## src/rtl/gpio_chg_pkg.sv

```systemverilog
package gpio_chg_pkg;
  localparam int REG_W = 32;
  typedef enum logic [2:0] {
    RI_DIR  = 3'd0,
    RI_DATA = 3'd1,
    RI_IEN  = 3'd2,
    RI_CHG  = 3'd3,
    RI_MASK = 3'd4,
    RI_TYPE = 3'd5
  } reg_idx_e;
endpackage

```

## src/rtl/gpio_in_sync.sv

```systemverilog
module gpio_in_sync #(
  parameter int NUM_LINES = 32
) (
  input  logic                 clk,
  input  logic                 rst_n,
  input  logic [NUM_LINES-1:0] pin_in,
  output logic [NUM_LINES-1:0] sync_o,
  output logic [NUM_LINES-1:0] edge_o
);
  for (genvar g = 0; g < NUM_LINES; g++) begin : g_line
    logic meta_q, stab_q, last_q;
    always_ff @(posedge clk or negedge rst_n) begin
      if (!rst_n) begin
        meta_q <= 1'b0;
        stab_q <= 1'b0;
        last_q <= 1'b0;
      end else begin
        meta_q <= pin_in[g];
        stab_q <= meta_q;
        last_q <= stab_q;
      end
    end
    assign sync_o[g] = stab_q;
    assign edge_o[g] = stab_q ^ last_q;
  end
endmodule

```

## src/rtl/gpio_chg_latch.sv

```systemverilog
module gpio_chg_latch #(
  parameter int NUM_LINES = 32
) (
  input  logic                 clk,
  input  logic                 rst_n,
  input  logic [NUM_LINES-1:0] edge_i,
  input  logic                 clr_en,
  input  logic [NUM_LINES-1:0] clr_bits,
  input  logic [NUM_LINES-1:0] ien_i,
  output logic [NUM_LINES-1:0] chg_o,
  output logic                 irq_o
);
  logic [NUM_LINES-1:0] chg_q;
  logic [NUM_LINES-1:0] clr_eff;

  assign clr_eff = clr_en ? clr_bits : '0;

  always_ff @(posedge clk or negedge rst_n) begin
    if (!rst_n) chg_q <= '0;
    else        chg_q <= (chg_q & ~clr_eff) | edge_i;
  end

  assign chg_o = chg_q;
  assign irq_o = |(chg_q & ien_i);


  edge_sets_bit_chk: assert property (@(posedge clk) disable iff (!rst_n)
    (|edge_i) |=> ((chg_q & $past(edge_i)) == $past(edge_i)));

  clear_without_edge_chk: assert property (@(posedge clk) disable iff (!rst_n)
    clr_en |=> ((chg_q & $past(clr_bits & ~edge_i)) == '0));

  no_spurious_set_chk: assert property (@(posedge clk) disable iff (!rst_n)
    ((chg_q & ~$past(chg_q)) & ~$past(edge_i)) == '0);
endmodule

```

## src/rtl/gpio_cfg_regs.sv

```systemverilog
module gpio_cfg_regs
  import gpio_chg_pkg::*;
#(
  parameter int NUM_LINES = 32
) (
  input  logic                 clk,
  input  logic                 rst_n,
  input  logic                 wr_en,
  input  reg_idx_e             wr_idx,
  input  logic [NUM_LINES-1:0] wdata,
  output logic [NUM_LINES-1:0] dir_o,
  output logic [NUM_LINES-1:0] dout_o,
  output logic [NUM_LINES-1:0] ien_o,
  output logic [NUM_LINES-1:0] mask_o,
  output logic [NUM_LINES-1:0] type_o
);
  logic [NUM_LINES-1:0] dir_q, dout_q, ien_q, mask_q, type_q;

  always_ff @(posedge clk or negedge rst_n) begin
    if (!rst_n) begin
      dir_q  <= '0;
      dout_q <= '0;
      ien_q  <= '0;
      mask_q <= '1;
      type_q <= '0;
    end else if (wr_en) begin
      case (wr_idx)
        RI_DIR:  dir_q  <= wdata;
        RI_DATA: dout_q <= (dout_q & ~mask_q) | (wdata & mask_q);
        RI_IEN:  ien_q  <= wdata;
        RI_MASK: mask_q <= wdata;
        RI_TYPE: type_q <= wdata;
        default: ;
      endcase
    end
  end

  assign dir_o  = dir_q;
  assign dout_o = dout_q;
  assign ien_o  = ien_q;
  assign mask_o = mask_q;
  assign type_o = type_q;


  masked_bits_hold_chk: assert property (@(posedge clk) disable iff (!rst_n)
    (wr_en && wr_idx == RI_DATA) |=> (((dout_q ^ $past(dout_q)) & ~$past(mask_q)) == '0));
endmodule

```

## src/rtl/gpio_chg_ctrl.sv

```systemverilog
module gpio_chg_ctrl
  import gpio_chg_pkg::*;
#(
  parameter int NUM_LINES = 32,
  parameter int ADDR_W    = 5
) (
  input  logic                 clk,
  input  logic                 rst_n,
  input  logic [ADDR_W-1:0]    reg_addr,
  input  logic                 reg_wr,
  input  logic [REG_W-1:0]     reg_wdata,
  output logic [REG_W-1:0]     reg_rdata,
  input  logic [NUM_LINES-1:0] pin_in,
  output logic [NUM_LINES-1:0] pin_out,
  output logic [NUM_LINES-1:0] pin_oe,
  output logic                 irq
);
  localparam int WORD_W   = ADDR_W - 2;
  localparam int LAST_IDX = 5;

  logic [WORD_W-1:0]    word;
  logic                 hit;
  reg_idx_e             idx;
  logic [NUM_LINES-1:0] wd_n, sync_v, edge_v, chg_v;
  logic [NUM_LINES-1:0] dir_v, dout_v, ien_v, mask_v, type_v, data_rd;
  logic                 unused_lo;

  assign word      = reg_addr[ADDR_W-1:2];
  assign hit       = word <= WORD_W'(LAST_IDX);
  assign idx       = reg_idx_e'(word[2:0]);
  assign wd_n      = reg_wdata[NUM_LINES-1:0];
  assign unused_lo = ^{reg_addr[1:0], reg_wdata};

  gpio_in_sync #(.NUM_LINES(NUM_LINES)) u_sync (
    .clk(clk), .rst_n(rst_n), .pin_in(pin_in), .sync_o(sync_v), .edge_o(edge_v)
  );

  gpio_cfg_regs #(.NUM_LINES(NUM_LINES)) u_regs (
    .clk(clk), .rst_n(rst_n), .wr_en(reg_wr && hit), .wr_idx(idx), .wdata(wd_n),
    .dir_o(dir_v), .dout_o(dout_v), .ien_o(ien_v), .mask_o(mask_v), .type_o(type_v)
  );

  gpio_chg_latch #(.NUM_LINES(NUM_LINES)) u_chg (
    .clk(clk), .rst_n(rst_n), .edge_i(edge_v),
    .clr_en(reg_wr && hit && idx == RI_CHG), .clr_bits(wd_n),
    .ien_i(ien_v), .chg_o(chg_v), .irq_o(irq)
  );

  assign data_rd = (dout_v & dir_v) | (sync_v & ~dir_v);
  assign pin_out = dout_v;
  assign pin_oe  = dir_v;

  always_comb begin
    reg_rdata = '0;
    if (hit) begin
      case (idx)
        RI_DIR:  reg_rdata = REG_W'(dir_v);
        RI_DATA: reg_rdata = REG_W'(data_rd);
        RI_IEN:  reg_rdata = REG_W'(ien_v);
        RI_CHG:  reg_rdata = REG_W'(chg_v);
        RI_MASK: reg_rdata = REG_W'(mask_v);
        RI_TYPE: reg_rdata = REG_W'(type_v);
        default: reg_rdata = '0;
      endcase
    end
  end


  irq_drop_chk: assert property (@(posedge clk) disable iff (!rst_n)
    $fell(irq) |-> $past(reg_wr));
endmodule

```

## config.mk

```make
export PLATFORM = sky130hd
export DESIGN_NAME = gpio_chg_ctrl
export DESIGN_NICKNAME = d
export VERILOG_FILES = /design/src/rtl/gpio_chg_pkg.sv /design/src/rtl/gpio_in_sync.sv /design/src/rtl/gpio_chg_latch.sv /design/src/rtl/gpio_cfg_regs.sv /design/src/rtl/gpio_chg_ctrl.sv
export SDC_FILE = /design/constraint.sdc
export NUM_CORES = 1
export LEC_CHECK = 0
export ABC_AREA = 1
export BUFFER_PORTS_ARGS = -buffer_cell sky130_fd_sc_hd__buf_2
export CORE_MARGIN = 1
export CORE_UTILIZATION = 60
export DETAILED_ROUTE_END_ITERATION = 10
export PLACE_DENSITY_LB_ADDON = 0.12
export SYNTH_ARGS = -nofsm -noshare
export SYNTH_HDL_FRONTEND = slang
export SYNTH_SLANG_ARGS = --single-unit
```

## constraint.sdc

```tcl
create_clock -name clk -period 1.7 [get_ports clk]
set_input_delay 0 -clock clk [delete_from_list [all_inputs] [get_ports clk]]
set_output_delay 0 -clock clk [all_outputs]
set_load 0.02 [all_outputs]
```

# Yosys cells after proc, flatten, opt, wreduce, memory -nomap -nowiden
# Index checks and enable logic that the tools add are counted.
# totals
wordCells,164
out_inout_bits,97
register_bits,288
input_bits,72
# op_classes
mux,3
magnitude_cmp,1
n_reduce_logical,9
bitwise_logic,44
eq_ne,5
# ops
cell,n
bitwise AND 32 bit,6
one-hot mux 32 bit (6 select lines),1
NOT 32 bit,3
OR 32 bit,3
2-to-1 mux 32 bit,2
OR reduction 32 bit,1
bitwise XOR 1 bit,32
AND reduction 2 bit,5
"equality test 3 x 2 -> 1 bit, second input constant",2
"equality test 3 bit, second input constant",2
"equality test 3 x 1 -> 1 bit, second input constant",1
"<= comparator 3 bit, second input constant",1
zero test 3 bit,1
logical AND 1 bit,2

# Depth between registers and ports, before layout
# Gate-level depths: netlist of run 1.
# logic_depth
word_depth,7
depth_mapped,9

# Cells and area by module
# From an unflattened synthesis of run 1, not the netlist that was laid out.
# hier_totals
cells_unflattened,1643
hier_area_um2,13459.2
# modules_own_cells
module,cells_each,area_each_um2,n_inst,seq_area_each_um2
gpio_cfg_regs,626,6289.8,1,4043.9
gpio_in_sync,288,3243.1,1,2402.3
gpio_chg_ctrl,567,2494.9,1,0.0
gpio_chg_latch,162,1431.4,1,800.8

# Worst setup path before layout of run 1
# Ideal clock, no wire load.
# synth_timing
path_type,reg2out
from,register u_regs.dir_q[16] (netlist: u_regs.dir_o[16])
to,output port reg_rdata[16]
required_ns,1.700
path_stages_with_launch,8
t_arrival_ns,0.942
path_buffers,0
setup_slack_ns,0.758
cell_sequence,dfrtp_1 > inv_1 > nand2_1 > nand2_1 > nand2_1 > o21ai_0 > inv_1 > nand2_1
# synth_via
elab_chain_cells,5
word_cells_on_any_way,6
classes_between,mux (2); bitwise (4)
# synth_rtl
item,line,source
from (decl),gpio_cfg_regs.sv:17,"logic [NUM_LINES-1:0] dir_q, dout_q, ien_q, mask_q, type_q;"
from (signal assigned),gpio_cfg_regs.sv:28,RI_DIR: dir_q <= wdata;
NOT 32 bit,gpio_chg_ctrl.sv:49,assign data_rd = (dout_v & dir_v) | (sync_v & ~dir_v);
bitwise AND 32 bit,gpio_chg_ctrl.sv:49,
OR 32 bit,gpio_chg_ctrl.sv:49,
one-hot mux 32 bit (6 select lines) (*),gpio_chg_ctrl.sv:56,case (idx)
2-to-1 mux 32 bit (*),gpio_chg_ctrl.sv:55,if (hit) begin
to (decl),gpio_chg_ctrl.sv:12,"output logic [REG_W-1:0] reg_rdata,"
# Every way passes the cells marked *; elsewhere a longest branch is shown, timed or not.

# Worst setup path in the final report of run 1
# layout_timing
from,register u_regs.ien_q[9] (netlist: u_regs.ien_o[9])
to,output port irq
# layout_via
elab_chain_cells,2
# layout_rtl
item,line,source
from (decl),gpio_cfg_regs.sv:17,
from (signal assigned),gpio_cfg_regs.sv:30,RI_IEN: ien_q <= wdata;
bitwise AND 32 bit,gpio_chg_latch.sv:24,assign irq_o = |(chg_q & ien_i);
OR reduction 32 bit,gpio_chg_latch.sv:24,
to (decl),gpio_chg_ctrl.sv:16,output logic irq
# No other way between the ends.

==> flow_metrics.py, run 1 <==
metrics = {
    "timing": {
        "relSlewSlack_pct": 52.07,
        "clock.fmax_mhz": 599.9,
        "fin_crit_ps": 1667,
        "drv_slew": 0,
        "hold_slack_ps": -10.98,
        "rsz0062_at_grt": "true",
        "worst_pin_slew_ps": 718.3,
        "clock-skew-final_ps": 11.73,
        "fin_crit_sh_pct": 98.05,
        "hold_viol": 4,
        "setup_viol": 0,
    },
    "power_and_ir_drop": {
        "clkPwrFrac_pct": 34.2,
        "p_comb_share_pct": 18.5,
        "p_seq_share_pct": 47.3,
        "intPower_uw": 12880,
        "switching_share_pct": 29.92,
        "p_leak_uw": 0.007989,
        "netSwitchingPower_uw": 5498,
        "p_per_area_nw_per_um2": 1202,
        "irDropWorstVdd_v": 0.0008867,
    },
    "run_status": {
        "status": "finished, violations left",
        "violations": "hold timing",
    },
    "synth": {
        "synth_area_per_cell_um2": 8.553,
        "syn-num-nets": 1527,
        "synth.distinct_cells": 22,
        "synthCells": 1455,
        "synthesis.area_um2": 12440,
        "yosys_warnings": 0,
        "ys_ff_latch": 288,
        "ys_seq_area_share_pct": 58.23,
    },
    "worst_setup_path": {
        "worst_setup_path_end_kind": "output pin",
        "crit_path_start_kind": "register",
        "cp.arrival_ps": 1670,
        "path_class": "reg -> out",
        "crit_fanout": 3,
        "cp.required_ps": 1700,
        "crit_start": "u_regs.ien_o[9]$_DFFE_PN0P_",
        "r2r-start": "u_regs.mask_o[8]$_DFFE_PN1P_",
    },
    "global_route": {
        "top_usage_layer": "met2",
        "grt_pass1_vias": 10160,
        "grt_max_degree": 65,
        "grt_pass1_wl_mm": 51.77,
        "met1_usage_pct": 41.45,
        "use_met2_pct": 52.73,
        "grt_usage_pct": 30.69,
        "overflow": 0,
        "groute.layer.met3.usage_pct": 3.656,
        "antenna_found_initial": 1,
    },
    "finish": {
        "final_nets": 1773,
        "register_area_um2": 7248,
        "multiInputGateArea_um2": 4319,
        "area_delta_synth_final_pct": 22.81,
        "finalInstanceArea_um2": 15280,
        "drive_gt1_share_pct": 18.34,
        "final_cells": 1995,
        "nFillCells": 1518,
        "final_common_cell": "nand2_1",
        "final_core_util_pct": 75.29,
        "final_cell_mix": "594 x nand2_1, 255 x dfrtp_1, 161 x buf_2",
    },
    "clocking": {
        "cts_buffers": 29,
        "cts_max_level": 1,
        "cts_sinks": 288,
        "cts_root_buffer": "clkbuf_16",
        "clk_pin_slew_ps": 60,
        "cts_tree": "done",
        "clk_path_buf_depth": 3,
        "clock_latency_ps": 550,
    },
    "placed_design": {
        "place_area_um2": 13560,
        "place_hpwl_mm": 20.37,
        "portBuffers": 166,
        "dp_cells": 1866,
        "place.gp.congestion": 0.8101,
    },
    "flow_run": {
        "drv_cap": 0,
    },
    "detailed_routing": {
        "wl_per_cell_um": 15.97,
        "drt_iter0_drc": 750,
        "avgViaCountPerCell": 5.256,
        "routed_wl_mm": 31.87,
        "num_vias": 10490,
        "drtPass1Iterations": 5,
        "drcViolationCount": 0,
        "detail-route-antenna-nets": 0,
    },
    "floorplan": {
        "fp.dieH_um": 146.0,
        "start_util_pct": 61.30,
        "dieWidth_um": 146.0,
        "num_rows": 52,
        "dieArea_um2": 21320,
        "pin_count": 169,
        "core_area_um2": 20300,
    },
    "hold_path": {
        "hold_path.class": "in -> async",
    },
}
[layer usage]
| metal | wire [um] | part of all wire [%] |
|---|---|---|
| met1 | 13600 | 43 |
| met5 | 0 | 0 |
| met4 | 833 | 2.6 |
| met3 | 1820 | 5.7 |
| met2 | 15610 | 49 |
[cell type report]
type	instances	area share [%]
multi-input cells	973	28.26
diodes	2	0.03275
flip-flops and latches	288	47.43
inverters	134	3.307
repair buffers	275	12.50
clock buffers	45	5.796
well taps	270	2.210
clock inverters	8	0.4666
[worst paths after layout]
| path | cells past startpoint | slack (ps) | endpoint |
|---|---|---|---|
| max in group asynchronous | 3 | 1000 | u_regs.mask_o[27]$_DFFE_PN1P_ |
| min reg2reg | 0 | 350 | u_sync.g_line[5].stab_q$_DFF_PN0_ |
| min in group clk | 3 | 30 | u_regs.dir_o[11]$_DFFE_PN0P_ |
| min | 2 | -10 | u_sync.g_line[9].last_q$_DFF_PN0_ |
| max reg2reg | 3 | 710 | register |
| max | 7 | 30 | irq |
[kinds of logic after synthesis]
group / after synthesis / synth area share, %
compound gates: 192 / 7.722
buf+inv: 194 / 7.249
flops: 288 / 58.23
xor+xnor: 32 / 2.252
simple gates: 749 / 24.54
[cells in the mapped netlist]
cell type    n  area (um^2)
nand2_1    598         2245
dfrtp_1    256         6406
inv_1      130        488.0
o21ai_1    102        510.5
nand3_1     96        480.5
o21ai_0     90        450.4
nor2_1      42        157.7
dfstp_2     32        840.8
xnor2_1     32        280.3
buf_2       29        145.1
buf_6       14        157.7
buf_4        8        60.06
nand2_4      6        67.56
clkbuf_1     5        18.77
buf_1        4        15.01
inv_2        3        11.26
nor2_8       3        60.06
inv_4        1        6.260
nand2_2      1        6.260
nand3_2      1        10.01
nor2_4       1        11.26
nor3_4       1        16.27
[critical path: stages (launching register included)]
cell and delay (ps):
dfrtp_1 390, nand2_1 80, nand2_1 70, nor2_2 140, nand2_2 90, nor2_2 130
nand2_2 90, buf_6 140
[stage by stage]
stage / hold slack, ps / setup TNS (ps) / power [uW] / setup slack (ps)
2_1_floorplan: -295.6 / 0 / 10670 / 758.3
3_3_place_gp: -15.85 / 0 / 11830 / 250.2
3_5_place_dp: -17.56 / 0 / 11980 / 182.3
4_1_cts: 5.253 / -1.749 / 18410 / -1.749
5_1_grt: 26.69 / -22.05 / 19250 / -21.96
6_report: -10.98 / 0 / 18380 / 33.12
[power by group through the flow]
| stage | sequential, uW | combinational, uW | clock (uW) |
|---|---|---|---|
| 2_1_floorplan | 9060 | 1610 | 0 |
| 3_3_place_gp | 8750 | 3080 | 0 |
| 3_5_place_dp | 8780 | 3200 | 0 |
| 4_1_cts | 8670 | 3350 | 6380 |
| 5_1_grt | 8820 | 3790 | 6650 |
| 6_report | 8690 | 3390 | 6290 |
[what timing repair did]
action	CTS	global route
pin swaps	4	7
endpoints found under the setup margin	1	9
endpoints found under the hold margin	488	0
hold buffers	65	0
gates resized for setup	4	16
cloned	0	0
buffers inserted	5	4
Note: power is estimated with default switching activity, not from simulation.
==> inputs of run 2 (changes only) <==
Settings changed: ABC_CLOCK_PERIOD_IN_PS from default to 1850, CORE_UTILIZATION 60 to 58.
Clock period 1.7 ns to 1.85 ns, I/O delays scaled along.
==> flow_metrics.py, run 2 (synthesis results as in run 1) <==
metrics = {
    "power_and_ir_drop": {
        "netSwitchingPower_uw": 5082,
        "p_comb_share_pct": 17.5,
        "switching_share_pct": 29.31,
        "p_seq_share_pct": 46.1,
        "clkPwrFrac_pct": 36.4,
        "intPower_uw": 12260,
        "totalPowerFinal_uw": 17340,
        "p_per_area_nw_per_um2": 1137,
        "p_leak_uw": 0.007952,
        "irDropWorstVdd_v": 0.0007718,
    },
    "timing": {
        "clock.fmax_mhz": 587.5,
        "setup_viol": 0,
        "setup_tns_ps": 0,
        "fin_crit_sh_pct": 92.01,
        "relSlewSlack_pct": 53.56,
        "rsz0062_at_grt": "false",
        "worst_pin_slew_ps": 696.0,
        "drv_slew": 0,
        "fin_crit_ps": 1702,
        "hold_viol": 0,
        "clock-skew-final_ps": 15.45,
    },
    "detailed_routing": {
        "num_vias": 10350,
        "routed_wl_mm": 31.84,
        "avgViaCountPerCell": 5.208,
        "drcViolationCount": 0,
        "drtPass1Iterations": 5,
        "detail-route-antenna-nets": 0,
        "wl_per_cell_um": 16.02,
        "drt_iter0_drc": 662,
    },
    "clocking": {
        "cts_max_level": 1,
        "clk_pin_slew_ps": 60,
        "postCtsResizedCells": 0,
        "cts_tree": "done",
        "clk_path_buf_depth": 3,
        "post-cts-setup-buffers": 0,
        "cts_root_buffer": "clkbuf_16",
        "clock_latency_ps": 550,
        "cts_hold_buf": 66,
        "cts_buffers": 29,
        "cts_sinks": 288,
    },
    "global_route": {
        "overflow": 0,
        "grt_max_degree": 65,
        "grt_pass1_wl_mm": 50.56,
        "grt_usage_pct": 29.51,
        "antenna_found_initial": 2,
        "grt_pass1_vias": 9826,
    },
    "placed_design": {
        "place_hpwl_mm": 19.76,
        "place.gp.congestion": 0.7930,
        "place_area_um2": 13530,
        "portBuffers": 166,
    },
    "hold_path": {
        "hold_path.class": "in -> reg",
        "hold_start": "reg_wr",
    },
    "worst_setup_path": {
        "cp.required_ps": 1850,
        "crit_start": "u_chg.chg_o[26]$_DFF_PN0_",
        "path_class": "reg -> out",
        "crit_fanout": 3,
        "cp.arrival_ps": 1700,
        "r2r-start": "u_regs.mask_o[12]$_DFFE_PN1P_",
        "crit_path_start_kind": "register",
        "worst_setup_path_end_kind": "output pin",
    },
    "finish": {
        "final_nets": 1759,
        "multiInputGateArea_um2": 4295,
        "final_cell_mix": "598 x nand2_1, 256 x dfrtp_1, 165 x buf_2",
        "nFillCells": 1603,
        "final_core_util_pct": 72.53,
        "area_delta_synth_final_pct": 22.52,
        "register_area_um2": 7247,
        "drive_gt1_share_pct": 17.25,
        "final_common_cell": "nand2_1",
        "finalInstanceArea_um2": 15250,
    },
    "floorplan": {
        "dieWidth_um": 148.5,
        "dieArea_um2": 22050,
        "fp.dieH_um": 148.5,
        "core_area_um2": 21020,
        "pin_count": 169,
        "start_util_pct": 59.20,
        "num_rows": 53,
    },
    "flow_run": {
        "drv_cap": 0,
    },
    "run_status": {
        "status": "finished, final reports clean",
    },
}
-- run 2: cell count changes in the layout (fill, tap and decap cells not counted), sizes merged --
cell / delta
buf: -14
bufinv: +5
clkbuf: -8
clkinv: +1
clkinvlp: +2
inv: +1
-- run 2: stage by stage --
stage	std cells	hold WS, ps	setup slack (ps)
6_report	1987	31.49	147.8
5_1_grt	1986	48.95	33.18
4_1_cts	1985	19.54	144.2
3_5_place_dp	1865	-96.19	288.7
3_3_place_gp	1865	-95.96	369.5
2_1_floorplan	1455	-295.6	908.3
-- run 2: worst paths after layout --
path / endpoint / slack (ps) / depth (start not counted)
min in group asynchronous: u_regs.mask_o[1]$_DFFE_PN1P_ / 90 / 2
max in group asynchronous: u_regs.mask_o[15]$_DFFE_PN1P_ / 1380 / 3
min reg2reg: u_sync.g_line[26].stab_q$_DFF_PN0_ / 350 / 0
min: u_regs.dir_o[29]$_DFFE_PN0P_ / 30 / 3
max reg2reg: register / 890 / 3
max: irq / 150 / 7
-- run 2: power groups by stage --
stage	Sequential [uW]	Combinational [uW]	Clock [uW]
2_1_floorplan	8320	1480	0
3_3_place_gp	8040	2830	0
3_5_place_dp	8070	2920	0
4_1_cts	7970	3050	6410
5_1_grt	8100	3410	6670
6_report	7990	3040	6310
-- run 2: critical path, stage by stage (launching register included) --
cell and delay [ps]:
dfrtp_1 410, nand2_1 70, nand2_1 60, nor2_1 110, nand2_1 100, nor2_1 170, nand2_1 60, buf_2 170
-- run 2: cell type report --
type	count	share of cell area [%]
multi-input cells	973	28.17
inverters	134	3.315
flip-flops and latches	288	47.53
well taps	275	2.257
repair buffers	261	11.83
clock inverters	17	1.641
clock buffers	37	5.219
diodes	2	0.03282
-- run 2: layer usage --
layer	GRT usage [%]	up-vias	routed length, um
li1	-	5003	-
met1	40.56	4946	13920
met2	49.67	341	15200
met3	3.344	58	1864
met4	8.454	0	854
met5	0	-	0
